## src/rtl/uart_irq_pkg.sv

```systemverilog
package uart_irq_pkg;
  localparam int NUM_SRC  = 4;
  localparam int SRC_LINE = 0;
  localparam int SRC_RX   = 1;
  localparam int SRC_TX   = 2;
  localparam int SRC_MDM  = 3;

  typedef struct packed {
    logic clrLine;
    logic clrRxFull;
    logic clrTxInt;
    logic clrTxBuf;
    logic clrModem;
  } clrStrobes_t;
endpackage

```

## src/rtl/uirq_datapath.sv

```systemverilog
module uirq_datapath
  import uart_irq_pkg::*;
#(
  parameter int NUM_ERR   = 4,
  parameter int NUM_MODEM = 4
) (
  input  logic                 clk,
  input  logic                 rstN,
  input  logic [NUM_ERR-1:0]   errEvents,
  input  logic                 rxXfer,
  input  logic                 txXfer,
  input  logic [NUM_MODEM-1:0] modemInN,
  input  logic                 loopEn,
  input  logic [NUM_MODEM-1:0] loopModemN,
  input  clrStrobes_t          strobes,
  output logic [NUM_SRC-1:0]   srcActive,
  output logic                 rxDmaReq,
  output logic                 txDmaReq
);
  logic [NUM_ERR-1:0]   errFlags;
  logic [NUM_MODEM-1:0] modemSel;
  logic [NUM_MODEM-1:0] modemPrev;
  logic [NUM_MODEM-1:0] modemDiff;
  logic                 primed;
  logic                 modemFlag;
  logic                 rxFull;
  logic                 txBufEmpty;
  logic                 txIntFlag;
  logic                 lineActive;

  // one sticky flag per error kind; a new event wins over the clear
  for (genvar e = 0; e < NUM_ERR; e++) begin : g_err
    always_ff @(posedge clk or negedge rstN) begin
      if (!rstN)                 errFlags[e] <= 1'b0;
      else if (errEvents[e])     errFlags[e] <= 1'b1;
      else if (strobes.clrLine)  errFlags[e] <= 1'b0;
    end
  end

  assign lineActive = |errFlags;

  // watched modem value: pins or register substitutes
  for (genvar m = 0; m < NUM_MODEM; m++) begin : g_mdm
    assign modemSel[m]  = loopEn ? loopModemN[m] : modemInN[m];
    assign modemDiff[m] = modemSel[m] ^ modemPrev[m];
    always_ff @(posedge clk or negedge rstN) begin
      if (!rstN) modemPrev[m] <= 1'b1;
      else       modemPrev[m] <= modemSel[m];
    end
  end

  always_ff @(posedge clk or negedge rstN) begin
    if (!rstN) primed <= 1'b0;
    else       primed <= 1'b1;
  end

  always_ff @(posedge clk or negedge rstN) begin
    if (!rstN)                      modemFlag <= 1'b0;
    else if (primed && |modemDiff)  modemFlag <= 1'b1;
    else if (strobes.clrModem)      modemFlag <= 1'b0;
  end

  always_ff @(posedge clk or negedge rstN) begin
    if (!rstN)                   rxFull <= 1'b0;
    else if (rxXfer)             rxFull <= 1'b1;
    else if (strobes.clrRxFull)  rxFull <= 1'b0;
  end

  always_ff @(posedge clk or negedge rstN) begin
    if (!rstN)                  txBufEmpty <= 1'b1;
    else if (txXfer)            txBufEmpty <= 1'b1;
    else if (strobes.clrTxBuf)  txBufEmpty <= 1'b0;
  end

  always_ff @(posedge clk or negedge rstN) begin
    if (!rstN)                  txIntFlag <= 1'b0;
    else if (txXfer)            txIntFlag <= 1'b1;
    else if (strobes.clrTxInt)  txIntFlag <= 1'b0;
  end

  always_comb begin
    srcActive           = '0;
    srcActive[SRC_LINE] = lineActive;
    srcActive[SRC_RX]   = rxFull;
    srcActive[SRC_TX]   = txIntFlag;
    srcActive[SRC_MDM]  = modemFlag;
  end

  assign rxDmaReq = rxFull & ~lineActive;
  assign txDmaReq = txBufEmpty;
endmodule

```

## src/rtl/uirq_control.sv

```systemverilog
module uirq_control
  import uart_irq_pkg::*;
(
  input  logic [NUM_SRC-1:0] srcActive,
  input  logic [NUM_SRC-1:0] intEnable,
  input  logic               rdLineStat,
  input  logic               rdRxBuf,
  input  logic               rdModemStat,
  input  logic               rdIntId,
  input  logic               wrTxBuf,
  output clrStrobes_t        strobes,
  output logic [2:0]         intId,
  output logic               intReq
);
  localparam int SEL_W = $clog2(NUM_SRC);

  logic [NUM_SRC-1:0] enabledSrc;
  logic [SEL_W-1:0]   winner;
  logic               anyPending;

  assign enabledSrc = srcActive & intEnable;
  assign anyPending = |enabledSrc;

  // fixed priority: lowest source index wins
  always_comb begin
    winner = SEL_W'(NUM_SRC - 1);
    for (int i = NUM_SRC - 1; i >= 0; i--) begin
      if (enabledSrc[i]) winner = SEL_W'(i);
    end
  end

  always_comb begin
    if (anyPending) intId = {~winner[1:0], 1'b0};
    else            intId = 3'b001;
  end

  assign intReq = anyPending;

  always_comb begin
    strobes.clrLine   = rdLineStat;
    strobes.clrRxFull = rdRxBuf;
    strobes.clrModem  = rdModemStat;
    strobes.clrTxBuf  = wrTxBuf;
    strobes.clrTxInt  = wrTxBuf |
                        (rdIntId && anyPending && (winner == SEL_W'(SRC_TX)));
  end
endmodule

```

## src/rtl/uart_irq_dma.sv

```systemverilog
module uart_irq_dma
  import uart_irq_pkg::*;
#(
  parameter int NUM_MODEM = 4
) (
  input  logic                 clk,
  input  logic                 rstN,
  input  logic                 errOverrun,
  input  logic                 errParity,
  input  logic                 errFraming,
  input  logic                 breakDet,
  input  logic                 rxXfer,
  input  logic                 txXfer,
  input  logic [NUM_MODEM-1:0] modemInN,
  input  logic                 loopEn,
  input  logic [NUM_MODEM-1:0] loopModemN,
  input  logic [NUM_SRC-1:0]   intEnable,
  input  logic                 rdLineStat,
  input  logic                 rdRxBuf,
  input  logic                 rdModemStat,
  input  logic                 rdIntId,
  input  logic                 wrTxBuf,
  output logic                 intPendN,
  output logic [2:0]           intId,
  output logic                 intReq,
  output logic                 rxDmaReq,
  output logic                 txDmaReq
);
  localparam int NUM_ERR = 4;

  clrStrobes_t        strobes;
  logic [NUM_SRC-1:0] srcActive;
  logic [NUM_ERR-1:0] errEvents;

  assign errEvents = {breakDet, errFraming, errParity, errOverrun};

  uirq_datapath #(.NUM_ERR(NUM_ERR), .NUM_MODEM(NUM_MODEM)) i_datapath (
    .clk        (clk),
    .rstN       (rstN),
    .errEvents  (errEvents),
    .rxXfer     (rxXfer),
    .txXfer     (txXfer),
    .modemInN   (modemInN),
    .loopEn     (loopEn),
    .loopModemN (loopModemN),
    .strobes    (strobes),
    .srcActive  (srcActive),
    .rxDmaReq   (rxDmaReq),
    .txDmaReq   (txDmaReq)
  );

  uirq_control i_control (
    .srcActive   (srcActive),
    .intEnable   (intEnable),
    .rdLineStat  (rdLineStat),
    .rdRxBuf     (rdRxBuf),
    .rdModemStat (rdModemStat),
    .rdIntId     (rdIntId),
    .wrTxBuf     (wrTxBuf),
    .strobes     (strobes),
    .intId       (intId),
    .intReq      (intReq)
  );

  assign intPendN = intId[0];
endmodule

```

## config.mk

```make
export PLATFORM = sky130hd
export DESIGN_NAME = uart_irq_dma
export DESIGN_NICKNAME = d
export VERILOG_FILES = /design/src/rtl/uart_irq_pkg.sv /design/src/rtl/uirq_datapath.sv /design/src/rtl/uirq_control.sv /design/src/rtl/uart_irq_dma.sv
export SDC_FILE = /design/constraint.sdc
export NUM_CORES = 1
export LEC_CHECK = 0
export ABC_AREA = 1
export BUFFER_PORTS_ARGS = -buffer_cell sky130_fd_sc_hd__buf_4
export CORE_MARGIN = 4
export CORE_UTILIZATION = 36
export CTS_CLUSTER_SIZE = 12
export DETAILED_ROUTE_END_ITERATION = 10
export PLACE_DENSITY = 0.68
export SETUP_SLACK_MARGIN = 0.02
export SLEW_MARGIN = 20
export SYNTH_ARGS = -nofsm -noshare
export SYNTH_HDL_FRONTEND = slang
export SYNTH_HIERARCHICAL = 1
export SYNTH_SLANG_ARGS = --single-unit
```

## constraint.sdc

```tcl
create_clock -name clk -period 1.5 [get_ports clk]
set_clock_uncertainty 0.05 [all_clocks]
set_input_delay 0.225 -clock clk [delete_from_list [all_inputs] [get_ports clk]]
set_output_delay 0.225 -clock clk [all_outputs]
set_load 0.02 [all_outputs]
```

# Yosys cells after proc, flatten, opt, wreduce, memory -nomap -nowiden
# Index checks and enable logic that the tools add are counted.
[op_classes] n_reduce_logical=14 n_bitwise=9 n_addsub=0 mul=0 n_lt_le_gt_ge=0 eq_ne=1 n_mux=21 shifts=0 div_mod_pow=0
[ops] op="1-bit two-way mux" n=18
[ops] op="2-bit nonzero test" n=8
[ops] op="4-bit OR reduction" n=3
[ops] op="4-bit AND" n=1
[ops] op="2-bit two-way mux" n=2
[ops] op="1-bit bitwise XOR" n=4
[ops] op="1-bit logical AND" n=3
[ops] op="3-bit two-way mux" n=1
[ops] op="2-bit == test, second input constant" n=1
[ops] op="2-bit inverter" n=1
[ops] op="1-bit AND" n=1
[ops] op="1-bit inverter" n=1
[ops] op="1-bit bitwise OR" n=1
[word_totals] elab_cells=58 regBits=13 mem_bits_ro=0 output_inout_bits=7 mem_bits_rw=0 memories=0 in_bits=26 latch_bits=0

# Logic depth before layout (Yosys ltp)
[depth] word_depth=10 depth_mapped=10

# Modules after synthesis
# Netlist, hierarchy kept.
[by_module_without_submodules] mod="uirq_datapath" cells_per_inst=76 n_inst=1 area_per_inst_um2=633.1
[by_module_without_submodules] mod="uirq_control" cells_per_inst=17 n_inst=1 area_per_inst_um2=102.6
[by_module_without_submodules] mod="uart_irq_dma" cells_per_inst=1 n_inst=1 area_per_inst_um2=7.5

# Worst setup path after synthesis
# Ideal clock, no wire load.
[synth_path] kind="register to output" start="register i_datapath.errFlags[2]" end="output intPendN" path_stages_with_launch=8 arrival_time_ns=1.189 slack_ns=0.036 path_buffers=2 required_time_ns=1.225 path_cell_list="dfrtp_1 -> inv_2 -> nand4_1 -> buf_4 -> nand2_2 -> nand2_4 -> nor2_4 -> buf_4"
[synth_via] elab_chain_len=4
[synth_rtl] element="from (decl)" line_no="uirq_datapath.sv:20" text="logic [NUM_ERR-1:0] errFlags;"
[synth_rtl] element="from (signal, indexed assignment)" line_no="uirq_datapath.sv:34" text="if (!rstN) errFlags[e] <= 1'b0;"
[synth_rtl] element="from (signal, indexed assignment)" line_no="uirq_datapath.sv:35" text="else if (errEvents[e]) errFlags[e] <= 1'b1;"
[synth_rtl] element="from (signal, indexed assignment)" line_no="uirq_datapath.sv:36" text="else if (strobes.clrLine) errFlags[e] <= 1'b0;"
[synth_rtl] element="4-bit OR reduction" line_no="uirq_datapath.sv:40" text="assign lineActive = |errFlags;"
[synth_rtl] element="via i_datapath.lineActive" line_no="uirq_datapath.sv:29" text="logic lineActive;"
[synth_rtl] element="4-bit AND" line_no="uirq_control.sv:21" text="assign enabledSrc = srcActive & intEnable;"
[synth_rtl] element="4-bit OR reduction" line_no="uirq_control.sv:22" text="assign anyPending = |enabledSrc;"
[synth_rtl] element="3-bit two-way mux" line_no="uirq_control.sv:33" text="if (anyPending) intId = {~winner[1:0], 1'b0};"
[synth_rtl] element="to (decl)" line_no="uart_irq_dma.sv:23" text="output logic intPendN,"
# The timed path passes the listed nets, and every way through them passes these cells.

# Worst setup path in the final report
[layout_path] start="register i_datapath.errFlags[2]" end="output intReq"
[layout_via] elab_chain_len=3
[layout_rtl] element="4-bit OR reduction" line_no="uirq_datapath.sv:40"
[layout_rtl] element="via srcActive[0]" line_no="uart_irq_dma.sv:32" text="logic [NUM_SRC-1:0] srcActive;"
[layout_rtl] element="4-bit AND" line_no="uirq_control.sv:21"
[layout_rtl] element="4-bit OR reduction" line_no="uirq_control.sv:22"
[layout_rtl] element="to (decl)" line_no="uart_irq_dma.sv:25" text="output logic intReq,"
# The timed path passes the listed nets, and every way through them passes these cells.

==> report_table.html <==
<table>
<tr><th>Metric</th><th>Value</th></tr>
<tr><th colspan="2">Outcome</th></tr>
<tr><td>Run status</td><td>complete, but fails checks</td></tr>
<tr><td>Violated checks</td><td>negative setup slack</td></tr>
<tr><th colspan="2">Worst hold path</th></tr>
<tr><td>Hold/Removal Path Class</td><td>in2reg</td></tr>
<tr><td>Hold path startpoint</td><td>wrTxBuf</td></tr>
<tr><th colspan="2">STA</th></tr>
<tr><td>Final setup violation count</td><td>4</td></tr>
<tr><td>Fraction of the cycle the final worst path needs</td><td>105%</td></tr>
<tr><td>Final slew viol count</td><td>0</td></tr>
<tr><td>Worst Slack Setup Final</td><td>-0.0786 ns</td></tr>
<tr><td>Final hold violations</td><td>0</td></tr>
<tr><td>Shortest clock period the worst path allows after layout</td><td>between 1.5 and 2 ns</td></tr>
<tr><td>FMAX</td><td>633 MHz</td></tr>
<tr><td>Unrepaired setup endpoints after global routing</td><td>yes</td></tr>
<tr><td>Worst hold slack after final layout</td><td>between 0.07 and 0.08 ns</td></tr>
<tr><th colspan="2">Worst setup path</th></tr>
<tr><td>Timing startpoint of the critical path</td><td>i_datapath/errFlags[2]</td></tr>
<tr><td>Crit path max fanout</td><td>3</td></tr>
<tr><td>Data required time of the worst path</td><td>~1.2 ns</td></tr>
<tr><td>Element type at the critical path start</td><td>register</td></tr>
<tr><td>Arr. time, crit path</td><td>around 1.3 ns</td></tr>
<tr><td>Register-to-register setup slack</td><td>between 0.2 and 0.25 ns</td></tr>
<tr><td>Crit path capture type</td><td>primary output</td></tr>
<tr><td>R2r startpoint</td><td>i_datapath/errFlags[2]</td></tr>
<tr><td>Critical path start-end classification</td><td>reg2out</td></tr>
<tr><th colspan="2">Pwr</th></tr>
<tr><td>Net Sw Frac</td><td>26.6%</td></tr>
<tr><td>Cell area power density</td><td>772 mW/mm2</td></tr>
<tr><td>Cell internal power dissipation</td><td>slightly below 0.6 mW</td></tr>
<tr><td>Total power of the final layout</td><td>between 0.8 and 0.9 mW</td></tr>
<tr><td>Reported leakage power</td><td>around 0.59 nW</td></tr>
<tr><td>Part of the total power dissipated in the clock network</td><td>roughly a quarter</td></tr>
<tr><td>Portion of total power attributed to sequential cells</td><td>between 40% and 50%</td></tr>
<tr><td>Worst IR drop on VDD</td><td>approximately 520 uV</td></tr>
<tr><td>Switching Power</td><td>about 0.21 mW</td></tr>
<tr><td>Power share of the combinational group</td><td>approximately a quarter</td></tr>
<tr><th colspan="2">Cells and area</th></tr>
<tr><td>Area taken by flip-flops and latches</td><td>around 330 um2</td></tr>
<tr><td>Fin util</td><td>a little over half</td></tr>
<tr><td>Multi-input combinational cell area</td><td>283 um2</td></tr>
<tr><td>Area delta synth-&gt;final</td><td>39.6%</td></tr>
<tr><td>Filler cell count</td><td>~200</td></tr>
<tr><td>Final std cells w/o fill</td><td>about 150</td></tr>
<tr><td>Number of diodes</td><td>0</td></tr>
<tr><td>Count of nets after finishing</td><td>approximately 150</td></tr>
<tr><td>Proportion of layout cells with a drive suffix above 1</td><td>49.2%</td></tr>
<tr><td>Final Instance Area</td><td>0.00104 mm2</td></tr>
<tr><th colspan="2">Place</th></tr>
<tr><td>Number of input and output port buffers inserted</td><td>32</td></tr>
<tr><td>Post-detailed-placement half-perimeter wirelength</td><td>between 1 and 1.5 mm</td></tr>
<tr><td>Area after DPL</td><td>950 um2</td></tr>
<tr><td>RD Place Congestion</td><td>between 0.7 and 0.8</td></tr>
<tr><td>Placed insts</td><td>approximately 140</td></tr>
<tr><th colspan="2">Global route</th></tr>
<tr><td>Total GRT Usage</td><td>a little under an eighth</td></tr>
<tr><td>Aggregate global routing overflow</td><td>0</td></tr>
<tr><td>First-pass GRT wire length</td><td>approximately 2.4 mm</td></tr>
<tr><td>Pin count of the biggest net entering global routing</td><td>14</td></tr>
<tr><td>Initial antenna violation count</td><td>0</td></tr>
<tr><td>Vias in the first global route</td><td>between 600 and 700</td></tr>
<tr><th colspan="2">Clock tree</th></tr>
<tr><td>Number of sinks on the clock net</td><td>13</td></tr>
<tr><td>CTS HTree Levels</td><td>1</td></tr>
<tr><td>Maximum count of clock buffers along a single path</td><td>2</td></tr>
<tr><td>Worst-skew pair later-pin latency</td><td>0.26 ns</td></tr>
<tr><td>TritonCTS Buffers</td><td>3</td></tr>
<tr><td>Clk root buf</td><td>clkbuf_4</td></tr>
<tr><td>Clock transition at the registers of the reported paths</td><td>approximately 0.080 ns</td></tr>
<tr><td>Clock tree from TritonCTS</td><td>yes</td></tr>
<tr><th colspan="2">Detailed routing</th></tr>
<tr><td>Wire length reported by the detailed router</td><td>roughly 1.5 mm</td></tr>
<tr><td>Number of remaining DRC errors</td><td>0</td></tr>
<tr><td>Number of search-and-repair iterations in the first detailed-routing pass</td><td>4</td></tr>
<tr><td>Detailed-route via count</td><td>645</td></tr>
<tr><td>Count of routing violations after the opening detailed-route iteration</td><td>9</td></tr>
<tr><td>Post-detailed-route count of antenna-violating nets</td><td>0</td></tr>
<tr><td>Via density per instance</td><td>between 4 and 5</td></tr>
<tr><td>Average wire per cell in the routed design</td><td>9.67 um</td></tr>
<tr><th colspan="2">Yosys</th></tr>
<tr><td>Total of warnings raised by yosys</td><td>6</td></tr>
<tr><td>Mean cell area of the mapped netlist</td><td>a little under 8 um2</td></tr>
<tr><td>Synth area leader</td><td>dfrtp_1</td></tr>
<tr><td>Seq/Total Area, Yosys</td><td>around 45%</td></tr>
<tr><td>Cell variety after synth</td><td>16</td></tr>
<tr><td>Post-synthesis async set-or-reset flop share</td><td>100%</td></tr>
<tr><td>Area share of the largest cell type after synthesis</td><td>between 20% and 30%</td></tr>
<tr><td>Net Count, Synth</td><td>120</td></tr>
<tr><td>Synthesized netlist cell count</td><td>between 90 and 100</td></tr>
<tr><td>Cell types occupying the most area after synthesis</td><td>dfrtp_1 27%, dfstp_2 18%, nand2_1 12%, buf_4 9.1%, inv_1 7.1%</td></tr>
<tr><td>Main flop type after synthesis</td><td>dfrtp_1</td></tr>
<tr><td>Area of the mapped netlist</td><td>743 um2</td></tr>
<tr><td>Number of enable flip-flop cells after synthesis</td><td>0</td></tr>
<tr><td>Number of synthesized register bits</td><td>13</td></tr>
<tr><th colspan="2">Die</th></tr>
<tr><td>Starting utilization of the core area</td><td>37.9%</td></tr>
<tr><td>Total Die Area</td><td>~0.0029 mm2</td></tr>
<tr><td>Boundary pin count</td><td>33</td></tr>
<tr><td>Area of the core</td><td>0.00196 mm2</td></tr>
<tr><td>Horizontal die dimension</td><td>53.4 um</td></tr>
<tr><td>Chip height</td><td>~53 um</td></tr>
<tr><td>Site Rows</td><td>16</td></tr>
<tr><th colspan="2">Job</th></tr>
<tr><td>MaxCap Viol Count</td><td>0</td></tr>
</table>
==> logic make-up after synthesis <==
group,share of synthesized area [%]
compound gates,7.07
buf+inv,18.7
other cells,0.505
flops,44.6
simple gates,29.1
==> synthesized netlist by cell type (2+ instances only) <==
master    instances
nand3_1           7
o21bai_1          5
inv_1            14
nand2_1          24
nand2_2           7
nor2_1            2
inv_2             5
dfrtp_1           8
dfstp_2           5
o21ai_0           2
buf_4             9
nand2_4           2
==> flip-flops by register name, indices dropped and copies added, names as in the netlist <==
register,count
i_datapath/txIntFlag,1
i_datapath/errFlags,4
i_datapath/modemFlag,1
i_datapath/primed,1
i_datapath/modemPrev,4
i_datapath/rxFull,1
i_datapath/txDmaReq,1
==> power by group through the flow <==
| stage | registers, mW | clock network (mW) | logic, mW |
|---|---|---|---|
| 2_1_floorplan | 0.401 | 0 | 0.111 |
| 3_3_place_gp | 0.401 | 0 | 0.181 |
| 3_5_place_dp | 0.401 | 0 | 0.184 |
| 4_1_cts | 0.395 | 0.220 | 0.193 |
| 5_1_grt | 0.398 | 0.240 | 0.222 |
| 6_report | 0.395 | 0.207 | 0.198 |
==> worst paths after layout <==
check / to / depth (start not counted)
worst min-delay path: i_datapath/txDmaReq / 2
min in group asynchronous: i_datapath/primed / 2
worst max register to register: i_datapath/txIntFlag / 7
worst max-delay path: intReq / 7
worst min register to register: i_datapath/modemFlag / 2
max in group asynchronous: i_datapath/modemPrev[3] / 2
==> stage by stage <==
stage,setup slack [ns],TNS [ns]
after floorplan,0.0362,0
after global placement,0.209,0
after detailed placement,0.168,0
after CTS,-0.0719,-0.199
after global routing,-0.168,-0.714
final,-0.0786,-0.241
==> per-layer routing <==
layer	global-route usage [%]	up-vias	wire [um]
li1	-	336	-
met1	14.4	288	649
met2	19.4	19	720
met3	1.69	2	92
met4	5.11	0	18
met5	0	-	0
==> placed cells by master, fill, tap and decap left out, types with 3 or more instances in the layout <==
cell type,instances
inv_2,6
nand3_1,7
nand2_1,23
buf_6,3
o21bai_1,5
clkbuf_4,3
dfrtp_1,8
nand2_2,8
buf_4,33
dfstp_2,5
inv_1,13
==> area by class of cell <==
cell class                      instances  share of cell area [%]
Sequential cell                        13                    32.0
Timing Repair Buffer                   37                    28.1
Multi-Input combinational cell         53                    27.3
Inverter                               19                    6.88
Tap cell                               27                    3.26
Clock buffer                            4                    2.53
==> repair_timing <==
| action | in CTS | in global routing |
|---|---|---|
| setup endpoints to repair | 4 | 6 |
| hold buffers | 1 | 0 |
| endpoints found under the hold margin | 13 | 0 |
| setup buffers | 2 | 2 |
| pin swaps | 4 | 0 |
| resized for setup | 4 | 3 |
| gates cloned | 0 | 0 |
==> worst max-delay path, cell delays in order, from the launching register on <==
cell and delay, ns:
dfrtp_1 0.37, inv_2 0.05, nand4_1 0.15, nand2_2 0.13, nand2_4 0.07, nor2_4 0.11
inv_2 0.04, buf_6 0.12
No activity file was read; power rests on OpenSTA's default activity.
